## src/rtl/irq_nest_pkg.sv

```systemverilog
package irq_nest_pkg;

    localparam int PRIO_W = 4;
    localparam int VEC_W  = 8;

    typedef logic [PRIO_W-1:0] prio_t;
    typedef logic [VEC_W-1:0]  vec_t;

    // Source word; bit positions are part of the write-port decode.
    typedef struct packed {
        logic  level;
        logic  mask;
        prio_t prio;
        vec_t  vec;
    } src_cfg_t;

    localparam int   CFG_W    = $bits(src_cfg_t);
    localparam vec_t SPUR_RST = '1;

endpackage

```

## src/rtl/irq_nest_pick.sv

```systemverilog
module irq_nest_pick #(
    parameter  int N  = 16,
    parameter  int W  = 4,
    localparam int IW = (N > 1) ? $clog2(N) : 1
) (
    input  logic [N-1:0]        valid_i,
    input  logic [N-1:0][W-1:0] key_i,
    output logic                found_o,
    output logic [IW-1:0]       idx_o,
    output logic [W-1:0]        best_o
);

    // Strict compare keeps the lowest index among equal keys.
    always_comb begin
        found_o = 1'b0;
        idx_o   = '0;
        best_o  = '0;
        for (int i = 0; i < N; i++) begin
            if (valid_i[i] && (!found_o || key_i[i] > best_o)) begin
                found_o = 1'b1;
                idx_o   = IW'(i);
                best_o  = key_i[i];
            end
        end
    end

endmodule

```

## src/rtl/irq_nest_cfg.sv

```systemverilog
module irq_nest_cfg
    import irq_nest_pkg::*;
#(
    parameter  int NUM_SRC = 16,
    localparam int IW      = $clog2(NUM_SRC),
    localparam int AW      = $clog2(NUM_SRC + 2)
) (
    input  logic                         clk,
    input  logic                         rst_n,
    input  logic                         we_i,
    input  logic [AW-1:0]                addr_i,
    input  logic [CFG_W-1:0]             wdata_i,
    output src_cfg_t [NUM_SRC-1:0]       src_o,
    output prio_t                        tp_o,
    output vec_t                         spur_o
);

    typedef struct packed {
        src_cfg_t [NUM_SRC-1:0] src;
        prio_t                  tp;
        vec_t                   spur;
    } cfg_st_t;

    cfg_st_t q, d;

    always_comb begin
        d = q;
        if (we_i) begin
            if (int'(addr_i) < NUM_SRC) begin
                d.src[addr_i[IW-1:0]] = src_cfg_t'(wdata_i);
            end else if (int'(addr_i) == NUM_SRC) begin
                d.tp = wdata_i[PRIO_W-1:0];
            end else if (int'(addr_i) == NUM_SRC + 1) begin
                d.spur = wdata_i[VEC_W-1:0];
            end
        end
    end

    always_ff @(posedge clk or negedge rst_n) begin
        if (!rst_n) begin
            for (int i = 0; i < NUM_SRC; i++) begin
                q.src[i] <= '{level: 1'b0, mask: 1'b1, prio: '0, vec: '0};
            end
            q.tp   <= '0;
            q.spur <= SPUR_RST;
        end else begin
            q <= d;
        end
    end

    assign src_o  = q.src;
    assign tp_o   = q.tp;
    assign spur_o = q.spur;

    assert_tp_hold_R11: assert property (@(posedge clk) disable iff (!rst_n)
        !we_i |=> $stable(tp_o) && $stable(spur_o));

endmodule

```

## src/rtl/irq_nest_sel.sv

```systemverilog
module irq_nest_sel
    import irq_nest_pkg::*;
#(
    parameter  int NUM_SRC = 16,
    localparam int IW      = $clog2(NUM_SRC),
    localparam int AW      = $clog2(NUM_SRC + 2)
) (
    input  logic               clk,
    input  logic               rst_n,
    input  logic [NUM_SRC-1:0] irq_req_i,
    input  logic               cfg_we_i,
    input  logic [AW-1:0]      cfg_addr_i,
    input  logic [CFG_W-1:0]   cfg_wdata_i,
    input  logic               iack_i,
    input  logic               eoi_i,
    output logic               int_o,
    output logic               ack_valid_o,
    output logic [VEC_W-1:0]   ack_vec_o
);

    localparam logic [NUM_SRC-1:0] ONE = NUM_SRC'(1);

    typedef struct packed {
        logic [NUM_SRC-1:0] pend;
        logic [NUM_SRC-1:0] isr;
        logic               ack_valid;
        vec_t               ack_vec;
    } sel_st_t;

    sel_st_t q, d;

    src_cfg_t [NUM_SRC-1:0]          src_cfg;
    prio_t                           tp;
    vec_t                            spur;
    logic [NUM_SRC-1:0][PRIO_W-1:0]  prio_arr;
    logic [NUM_SRC-1:0]              level_m;
    logic [NUM_SRC-1:0]              cand;

    irq_nest_cfg #(.NUM_SRC(NUM_SRC)) u_cfg (
        .clk     (clk),
        .rst_n   (rst_n),
        .we_i    (cfg_we_i),
        .addr_i  (cfg_addr_i),
        .wdata_i (cfg_wdata_i),
        .src_o   (src_cfg),
        .tp_o    (tp),
        .spur_o  (spur)
    );

    for (genvar g = 0; g < NUM_SRC; g++) begin : g_src
        assign prio_arr[g] = src_cfg[g].prio;
        assign level_m[g]  = src_cfg[g].level;
        assign cand[g]     = (src_cfg[g].level ? irq_req_i[g] : q.pend[g])
                             & ~src_cfg[g].mask;
    end

    logic          cand_found, isr_found;
    logic [IW-1:0] cand_idx, isr_idx;
    prio_t         cand_prio, isr_prio;

    irq_nest_pick #(.N(NUM_SRC), .W(PRIO_W)) u_pick_pend (
        .valid_i (cand),
        .key_i   (prio_arr),
        .found_o (cand_found),
        .idx_o   (cand_idx),
        .best_o  (cand_prio)
    );

    irq_nest_pick #(.N(NUM_SRC), .W(PRIO_W)) u_pick_isr (
        .valid_i (q.isr),
        .key_i   (prio_arr),
        .found_o (isr_found),
        .idx_o   (isr_idx),
        .best_o  (isr_prio)
    );

    prio_t              thr;
    logic               eligible;
    logic [NUM_SRC-1:0] sel_oh, retire_oh, clr_pend;

    always_comb begin
        thr       = (isr_prio > tp) ? isr_prio : tp;
        eligible  = cand_found && (cand_prio > thr);
        sel_oh    = eligible ? (ONE << cand_idx) : '0;
        retire_oh = (eoi_i && isr_found) ? (ONE << isr_idx) : '0;
        clr_pend  = iack_i ? (sel_oh & ~level_m) : '0;

        d           = q;
        d.ack_valid = iack_i;
        if (iack_i) begin
            d.ack_vec = eligible ? src_cfg[cand_idx].vec : spur;
        end
        d.pend = ((q.pend & ~clr_pend) | irq_req_i) & ~level_m;
        d.isr  = (q.isr & ~retire_oh) | (iack_i ? sel_oh : '0);
    end

    always_ff @(posedge clk or negedge rst_n) begin
        if (!rst_n) begin
            q <= '0;
        end else begin
            q <= d;
        end
    end

    assign int_o       = eligible;
    assign ack_valid_o = q.ack_valid;
    assign ack_vec_o   = q.ack_vec;

    assert_ack_resp_R3: assert property (@(posedge clk) disable iff (!rst_n)
        iack_i |=> ack_valid_o);

    assert_ack_quiet_R3: assert property (@(posedge clk) disable iff (!rst_n)
        !iack_i |=> !ack_valid_o);

    assert_spur_no_isr_R5: assert property (@(posedge clk) disable iff (!rst_n)
        (iack_i && !int_o && !eoi_i) |=> $stable(q.isr));

    assert_isr_no_grow_R5: assert property (@(posedge clk) disable iff (!rst_n)
        !iack_i |=> ($countones(q.isr) <= $countones($past(q.isr))));

    assert_eoi_one_R8: assert property (@(posedge clk) disable iff (!rst_n)
        (eoi_i && !iack_i && q.isr != '0) |=>
        ($countones(q.isr) + 1 == $countones($past(q.isr))));

    assert_eoi_empty_R9: assert property (@(posedge clk) disable iff (!rst_n)
        (eoi_i && !iack_i && q.isr == '0) |=> (q.isr == '0));

endmodule

```

## config.mk

```make
export PLATFORM = sky130hd
export DESIGN_NAME = irq_nest_sel
export DESIGN_NICKNAME = d
export VERILOG_FILES = /design/src/rtl/irq_nest_pkg.sv /design/src/rtl/irq_nest_pick.sv /design/src/rtl/irq_nest_cfg.sv /design/src/rtl/irq_nest_sel.sv
export SDC_FILE = /design/constraint.sdc
export NUM_CORES = 1
export LEC_CHECK = 0
export ABC_AREA = 1
export BUFFER_PORTS_ARGS = -buffer_cell sky130_fd_sc_hd__buf_2
export CAP_MARGIN = 20
export CORE_UTILIZATION = 40
export CTS_CLUSTER_SIZE = 25
export DETAILED_ROUTE_END_ITERATION = 7
export GPL_ROUTABILITY_DRIVEN = 0
export HOLD_SLACK_MARGIN = 0.06
export PLACE_DENSITY = 0.66
export SETUP_SLACK_MARGIN = 0.05
export SYNTH_ARGS = -nofsm -noshare
export SYNTH_HDL_FRONTEND = slang
export SYNTH_SLANG_ARGS = --single-unit
```

## constraint.sdc

```tcl
create_clock -name clk -period 20.2 [get_ports clk]
set_input_delay 2.02 -clock clk [delete_from_list [all_inputs] [get_ports clk]]
set_output_delay 2.02 -clock clk [all_outputs]
set_load 0.05 [all_outputs]
```

==> results of run 1 <==
-- registers in the layout, summed over array words and instances (netlist names) --
register and count:
q 32, u_cfg.src_o 224, u_cfg.tp_o 4, ack_vec_o 8, u_cfg.spur_o 8, ack_valid_o 1
-- stage by stage --
stage	worst slack (ns)	cell area, um^2	util (%)
floorplan	0.08056	16670	-
CTS	-0.9910	20070	49.03
detailed placement	-2.397	18780	45.89
global route	-2.506	21780	53.22
finish	-1.349	21780	53.22
global placement	-0.9142	18780	45.89
-- cell type report --
class | instances | area (um^2)
Clock buffer | 37 | 805.8
Clock inverter | 17 | 306.5
Fill cell | 3740 | 19150
Inverter | 187 | 719.4
Multi-Input combinational cell | 1633 | 9930
Sequential cell | 277 | 6963
Tap cell | 532 | 665.6
Timing Repair Buffer | 320 | 2381
Timing Repair inverter | 1 | 7.507
-- what timing repair did --
item / 4_1_cts / 5_1_grt
gates cloned: 2 / 11
resized for setup: 71 / 344
setup buffers: 8 / 61
setup endpoints to repair: 41 / 41
pin swaps: 14 / 223
-- cells in the final DEF (no fill, tap or decap), types with 6 or more instances in the layout --
master / Yosys / routed
sky130_fd_sc_hd__o21ai_4: 0 / 11
sky130_fd_sc_hd__buf_4: 9 / 259
sky130_fd_sc_hd__a211oi_1: 15 / 14
sky130_fd_sc_hd__o21ai_2: 0 / 55
sky130_fd_sc_hd__a21oi_1: 64 / 51
sky130_fd_sc_hd__o21ai_1: 6 / 49
sky130_fd_sc_hd__ha_1: 120 / 99
sky130_fd_sc_hd__nor2_2: 2 / 7
sky130_fd_sc_hd__nand2_2: 24 / 106
sky130_fd_sc_hd__nor2_1: 69 / 60
sky130_fd_sc_hd__buf_6: 1 / 9
sky130_fd_sc_hd__dfrtp_1: 253 / 252
sky130_fd_sc_hd__inv_2: 7 / 19
sky130_fd_sc_hd__nand2_4: 8 / 41
sky130_fd_sc_hd__a22oi_1: 32 / 32
sky130_fd_sc_hd__ha_4: 0 / 19
sky130_fd_sc_hd__nand4_1: 56 / 56
sky130_fd_sc_hd__o21ai_0: 368 / 260
sky130_fd_sc_hd__buf_2: 2 / 46
sky130_fd_sc_hd__nand2_1: 636 / 532
sky130_fd_sc_hd__nand3_1: 149 / 142
sky130_fd_sc_hd__o21bai_1: 27 / 24
sky130_fd_sc_hd__bufinv_16: 0 / 8
sky130_fd_sc_hd__inv_1: 174 / 161
sky130_fd_sc_hd__dfstp_2: 24 / 24
sky130_fd_sc_hd__clkbuf_16: 0 / 29
sky130_fd_sc_hd__a21oi_2: 1 / 11
sky130_fd_sc_hd__nor2_4: 2 / 6
sky130_fd_sc_hd__or2_2: 8 / 8
sky130_fd_sc_hd__nand3_2: 5 / 11
-- cell usage after synthesis, types with 3 or more instances --
master / count
sky130_fd_sc_hd__nand2_4: 8
sky130_fd_sc_hd__and2_1: 3
sky130_fd_sc_hd__or2_2: 8
sky130_fd_sc_hd__nand4_1: 56
sky130_fd_sc_hd__inv_1: 174
sky130_fd_sc_hd__ha_1: 120
sky130_fd_sc_hd__a211oi_1: 15
sky130_fd_sc_hd__a22oi_1: 32
sky130_fd_sc_hd__o211ai_1: 4
sky130_fd_sc_hd__nand2_1: 636
sky130_fd_sc_hd__buf_4: 9
sky130_fd_sc_hd__clkbuf_1: 73
sky130_fd_sc_hd__clkinv_1: 5
sky130_fd_sc_hd__inv_2: 7
sky130_fd_sc_hd__dfstp_2: 24
sky130_fd_sc_hd__o21ai_0: 368
sky130_fd_sc_hd__o21ai_1: 6
sky130_fd_sc_hd__nand2_2: 24
sky130_fd_sc_hd__nor2_1: 69
sky130_fd_sc_hd__nor3_1: 7
sky130_fd_sc_hd__a21oi_1: 64
sky130_fd_sc_hd__nand3_2: 5
sky130_fd_sc_hd__o21bai_1: 27
sky130_fd_sc_hd__nand3_1: 149
sky130_fd_sc_hd__dfrtp_1: 253
-- metal layers --
metal  vias to the layer above  share of wire (%)
li1                       7898                  -
met1                      7906                 42
met2                       518                 50
met3                       122                5.1
met4                         0                2.7
met5                         -                  0
-- kinds of logic after synthesis --
| group | after synthesis | synth area share [%] |
|---|---|---|
| AOI/OAI and AO/OA | 526 | 17.31 |
| DFF | 277 | 41.81 |
| and+or+nand+nor | 975 | 25.44 |
| buffers and inverters | 273 | 6.425 |
| adders and majority gates | 120 | 9.018 |
-- final timing paths --
kind / from / end / slack (ns) / cells after the start
max: irq_req_i[0] / int_o / -1.35 / 144
min: u_cfg.src_o[55] / q[28] / 0.47 / 1
max reg2reg: q[9] / q[26] / 1.10 / 171
min reg2reg: u_cfg.src_o[55] / q[28] / 0.47 / 1
max in group asynchronous: rst_n / q[9] / 17.18 / 2
min in group asynchronous: rst_n / u_cfg.src_o[214] / 1.45 / 1
==> metrics, run 1 <==
status complete, but fails checks; violated checks setup timing; aggregate global-route resource usage 23.04%; Clock transition at path regs 0.07 ns; total count of hold-check failures in the final report 0; Core Rows 74; CTS Buf Count 29; total number of H-tree levels 1; Most Used Layer, Global Route met2; Yosys reg bits 277; classification of the worst setup path primary input to output pin; headroom to the max-slew limit 24.90%; first-pass GRT wire length 78.79 mm; # placed instances 2869; Post-DP HPWL 34.08 mm; hold crit path type flop to flop; CP max-delay cell sky130_fd_sc_hd__o21ai_0; CP most frequent cell sky130_fd_sc_hd__nand2_2; Placeable Area 40920 um^2; proportion of synthesized chip area in sequential cells 41.81%; Initial DRT Pass Iterations 7; global routing usage on met1 29.63%; shortest clock period the worst path allows after layout 21.55 ns; achievable frequency 46.41 MHz; top fanout value on the critical path 8; Max Slew Vio Count 0; leftover overflow at the end of global routing 0; count of maximum capacitance violations 0; number of primary I/O pins 50; global-route track usage on met3 2.633%; clock tree root driver cell sky130_fd_sc_hd__clkbuf_16; Critical Path Start Type primary input; die area 42440 um^2; post-route setup TNS -1.349 ns; fraction of registers with async set or reset after synthesis 100.0%; remaining routing DRC violations 0; endpoint arrival time on the critical path 19.53 ns; Die X-Extent 206.0 um; post-synthesis instance area 16650 um^2; Post-synth EDFFs 0; warning count from the yosys run 0; Mapped Nets 2331; worst clock skew 0.02105 ns; initial core utilization 40.68%; total vias in the final route 16440; longest individual stage delay on the worst path 0.35 ns; die outline height 206.0 um; largest net degree at the start of global routing 196; kind of cell with the highest combined delay on the critical path simple AND/OR/NAND/NOR gates; Hold-fix buffers, CTS 0; crit path buf inv count 14; cell types with the largest area share after synthesis sky130_fd_sc_hd__dfrtp_1, sky130_fd_sc_hd__nand2_1, sky130_fd_sc_hd__o21ai_0; via count of the first global-routing pass 15450; final-stage net count 2609; Max Root-Sink Buffers 3; share of the clock period used by the worst path after layout 106.7%; ratio of cells with drive above 1 in the final layout 29.13%; wire length after detailed routing 51.20 mm; DRT antenna net count 0; final instance count without filler cells 3004; 1st-iter DRT viols 1570; top_reg_cell synth sky130_fd_sc_hd__dfrtp_1; distinct cell type count after synthesis 44; Area growth syn-to-layout 30.80%; Avg Inst Size Synth 7.669 um^2; Avg WL per Cell 17.04 um; clock latency at the later pin of the worst-skew pair 0.57 ns; GR Layer Usage met2 40.46%; final setup margin -1.349 ns; largest area contributor in the synthesized netlist sky130_fd_sc_hd__dfrtp_1; area share of the largest cell type after synthesis 38.03%; post-DR vias/cell 5.474; number of clock sinks 277; worst hold slack across all endpoints 0.4729 ns; # port buffers 49; CTS tree yes; antenna violations before repair 0; antenna diode instance count 0; type of destination of the critical path output pin; Worst Max-Slew Pin Slew 1.127 ns; number of setup violations in the final report 1; RSZ-0062 raised after global routing true; synthesized instance count 2171; critical path data required time 18.18 ns
Power of run 1 is left out: the tool's default activity adds up to more than one toggle a clock period on the data nets, which glitch-free logic cannot reach.
==> run 2, diff against run 1 <==
Settings changed: SKIP_LAST_GASP set to 1.
==> run 2 against run 1 <==
  * The run still ends with setup timing left
  * Register-to-register slack about the same
  * Critical path type unchanged
  * First-iteration DRC count decreased by 4.6%
  * Clock skew decreased by 0.0032 ns
  * Clock-buffer cell count unchanged
  * Worst setup slack improved by 0.015 ns
==> metrics, run 2 (synthesis gave the netlist of run 1 again) <==
pre-CTS WS -2.397 ns (unchanged); hold crit path type flop to flop (unchanged); ratio of cells with drive above 1 in the final layout 29.05% (was 29.13%); top fanout value on the critical path 8 (unchanged); first-pass GRT wire length 78.79 mm (unchanged); cell depth of the worst min-delay path 1 (unchanged); RSZ-0062 raised after global routing true (unchanged); antenna violations before repair 0 (unchanged); fillcell total 3743 (was 3740); post-route setup TNS -1.333 ns (was -1.349 ns); number of clock sinks 277 (unchanged); RR Endpoint q[26] (unchanged); 1st-iter DRT viols 1498 (was 1570); # port buffers 49 (unchanged); die outline height 206.0 um (unchanged); most frequent cells in the layout sky130_fd_sc_hd__nand2_1, sky130_fd_sc_hd__o21ai_0, sky130_fd_sc_hd__buf_4 (unchanged); Avg WL per Cell 17.05 um (was 17.04 um); Area growth syn-to-layout 30.74% (was 30.80%); total number of H-tree levels 1 (unchanged); critical path data required time 18.18 ns (about the same); initial core utilization 40.68% (unchanged); CTS Buf Count 29 (unchanged); Max Slew Vio Count 0 (unchanged); Worst Max-Slew Pin Slew 1.128 ns (was 1.127 ns); wire length after detailed routing 51.21 mm (was 51.20 mm); final-stage net count 2609 (unchanged); Clock transition at path regs 0.07 ns (about the same); aggregate global-route resource usage 23.04% (unchanged); max reg flops 224 (unchanged); Initial DRT Pass Iterations 6 (was 7); total vias in the final route 16460 (was 16440); final setup margin -1.333 ns (was -1.349 ns); final instance area 21770 um^2 (was 21780 um^2); type of destination of the critical path output pin (unchanged); leftover overflow at the end of global routing 0 (unchanged); Placeable Area 40920 um^2 (unchanged); multi-input gate area in the final layout 9922 um^2 (was 9930 um^2); Max Root-Sink Buffers 3 (unchanged); share of the clock period used by the worst path after layout 106.6% (was 106.7%); die area 42440 um^2 (unchanged); share of the core filled with cells 53.19% (was 53.22%); violated checks setup timing (unchanged); achievable frequency 46.44 MHz (was 46.41 MHz); antenna diode instance count 0 (unchanged); via count of the first global-routing pass 15450 (unchanged); critical hold path startpoint u_cfg.src_o[55] (unchanged); Hold-fix buffers, CTS 0 (unchanged); endpoint of the worst hold-timing path q[28] (unchanged); most common cell after layout, fill and taps aside sky130_fd_sc_hd__nand2_1 (unchanged); worst clock skew 0.01787 ns (was 0.02105 ns); DRT antenna net count 0 (unchanged); shortest clock period the worst path allows after layout 21.53 ns (was 21.55 ns); clock latency at the later pin of the worst-skew pair 0.57 ns (about the same); count of maximum capacitance violations 0 (unchanged); clock tree root driver cell sky130_fd_sc_hd__clkbuf_16 (unchanged); classification of the worst setup path primary input to output pin (unchanged); endpoint arrival time on the critical path 19.51 ns (was 19.53 ns); number of primary I/O pins 50 (unchanged); sequential cell area 6963 um^2 (unchanged); total count of hold-check failures in the final report 0 (unchanged); status complete, but fails checks (unchanged); CP max-delay cell sky130_fd_sc_hd__o21ai_0 (unchanged); Core Rows 74 (unchanged); remaining routing DRC violations 0 (unchanged); headroom to the max-slew limit 24.80% (was 24.90%); post-DR vias/cell 5.478 (was 5.474); CTS tree yes (unchanged); largest net degree at the start of global routing 196 (unchanged); longest individual stage delay on the worst path 0.35 ns (about the same); Post-DP HPWL 34.08 mm (unchanged); r2r worst-path depth 171 (unchanged); Critical Path Start Type primary input (unchanged); reg-to-reg setup timing slack 1.11 ns (was 1.10 ns); number of setup violations in the final report 1 (unchanged); area after detailed placement 18780 um^2 (unchanged); Die X-Extent 206.0 um (unchanged); reg-to-reg startpoint q[9] (unchanged)
## run 2: worst max-delay path: cells and delay by family
family / cells / cell delay (ns)
AOI/OAI and AO/OA: 49 / 5.82
adders and majority gates: 16 / 4.57
buffers and inverters: 13 / 1.26
and+or+nand+nor: 66 / 5.71
## run 2: how the worst max path moves through the flow
stage | startpoint | slack, ns | to | depth (start not counted)
floorplan | irq_req_i[0] | 0.08 | int_o | 143
global placement | irq_req_i[0] | -0.91 | int_o | 139
detailed placement | irq_req_i[0] | -2.40 | int_o | 140
CTS | irq_req_i[0] | -0.99 | int_o | 147
global route | irq_req_i[0] | -2.51 | int_o | 146
finish | irq_req_i[0] | -1.33 | int_o | 144
## run 2: what timing repair did
action	CTS	global route
cloned	2	11
setup endpoints to repair	41	41
buffers inserted	8	61
resized for setup	71	340
pin swaps	14	223
## run 2: cell type report
cell class              count  share of cell area [%]
repair buffers            320                   10.92
inverters                 187                   3.305
well taps                 532                   3.058
flip-flops and latches    277                   31.99
repair inverters            1                 0.03449
clock inverters            17                   1.408
multi-input cells        1633                   45.58
clock buffers              37                   3.702
## run 2: stage by stage
step,std cells,hold slack [ns]
after floorplan,2171,0.4429
final,3004,0.4710
after global placement,2869,0.4579
after CTS,2933,0.4682
after global routing,3004,0.4942
after detailed placement,2869,0.4612
## run 2: metal layers
layer  vias to the layer above  track usage, %  wire, um
li1                       7893               -         -
met2                       510           40.46     25660
met5                         -               0         0
met3                       129           2.633      2590
met4                         0           6.775      1471
met1                      7923           29.63     21490
Power of run 2 is left out for the same reason.
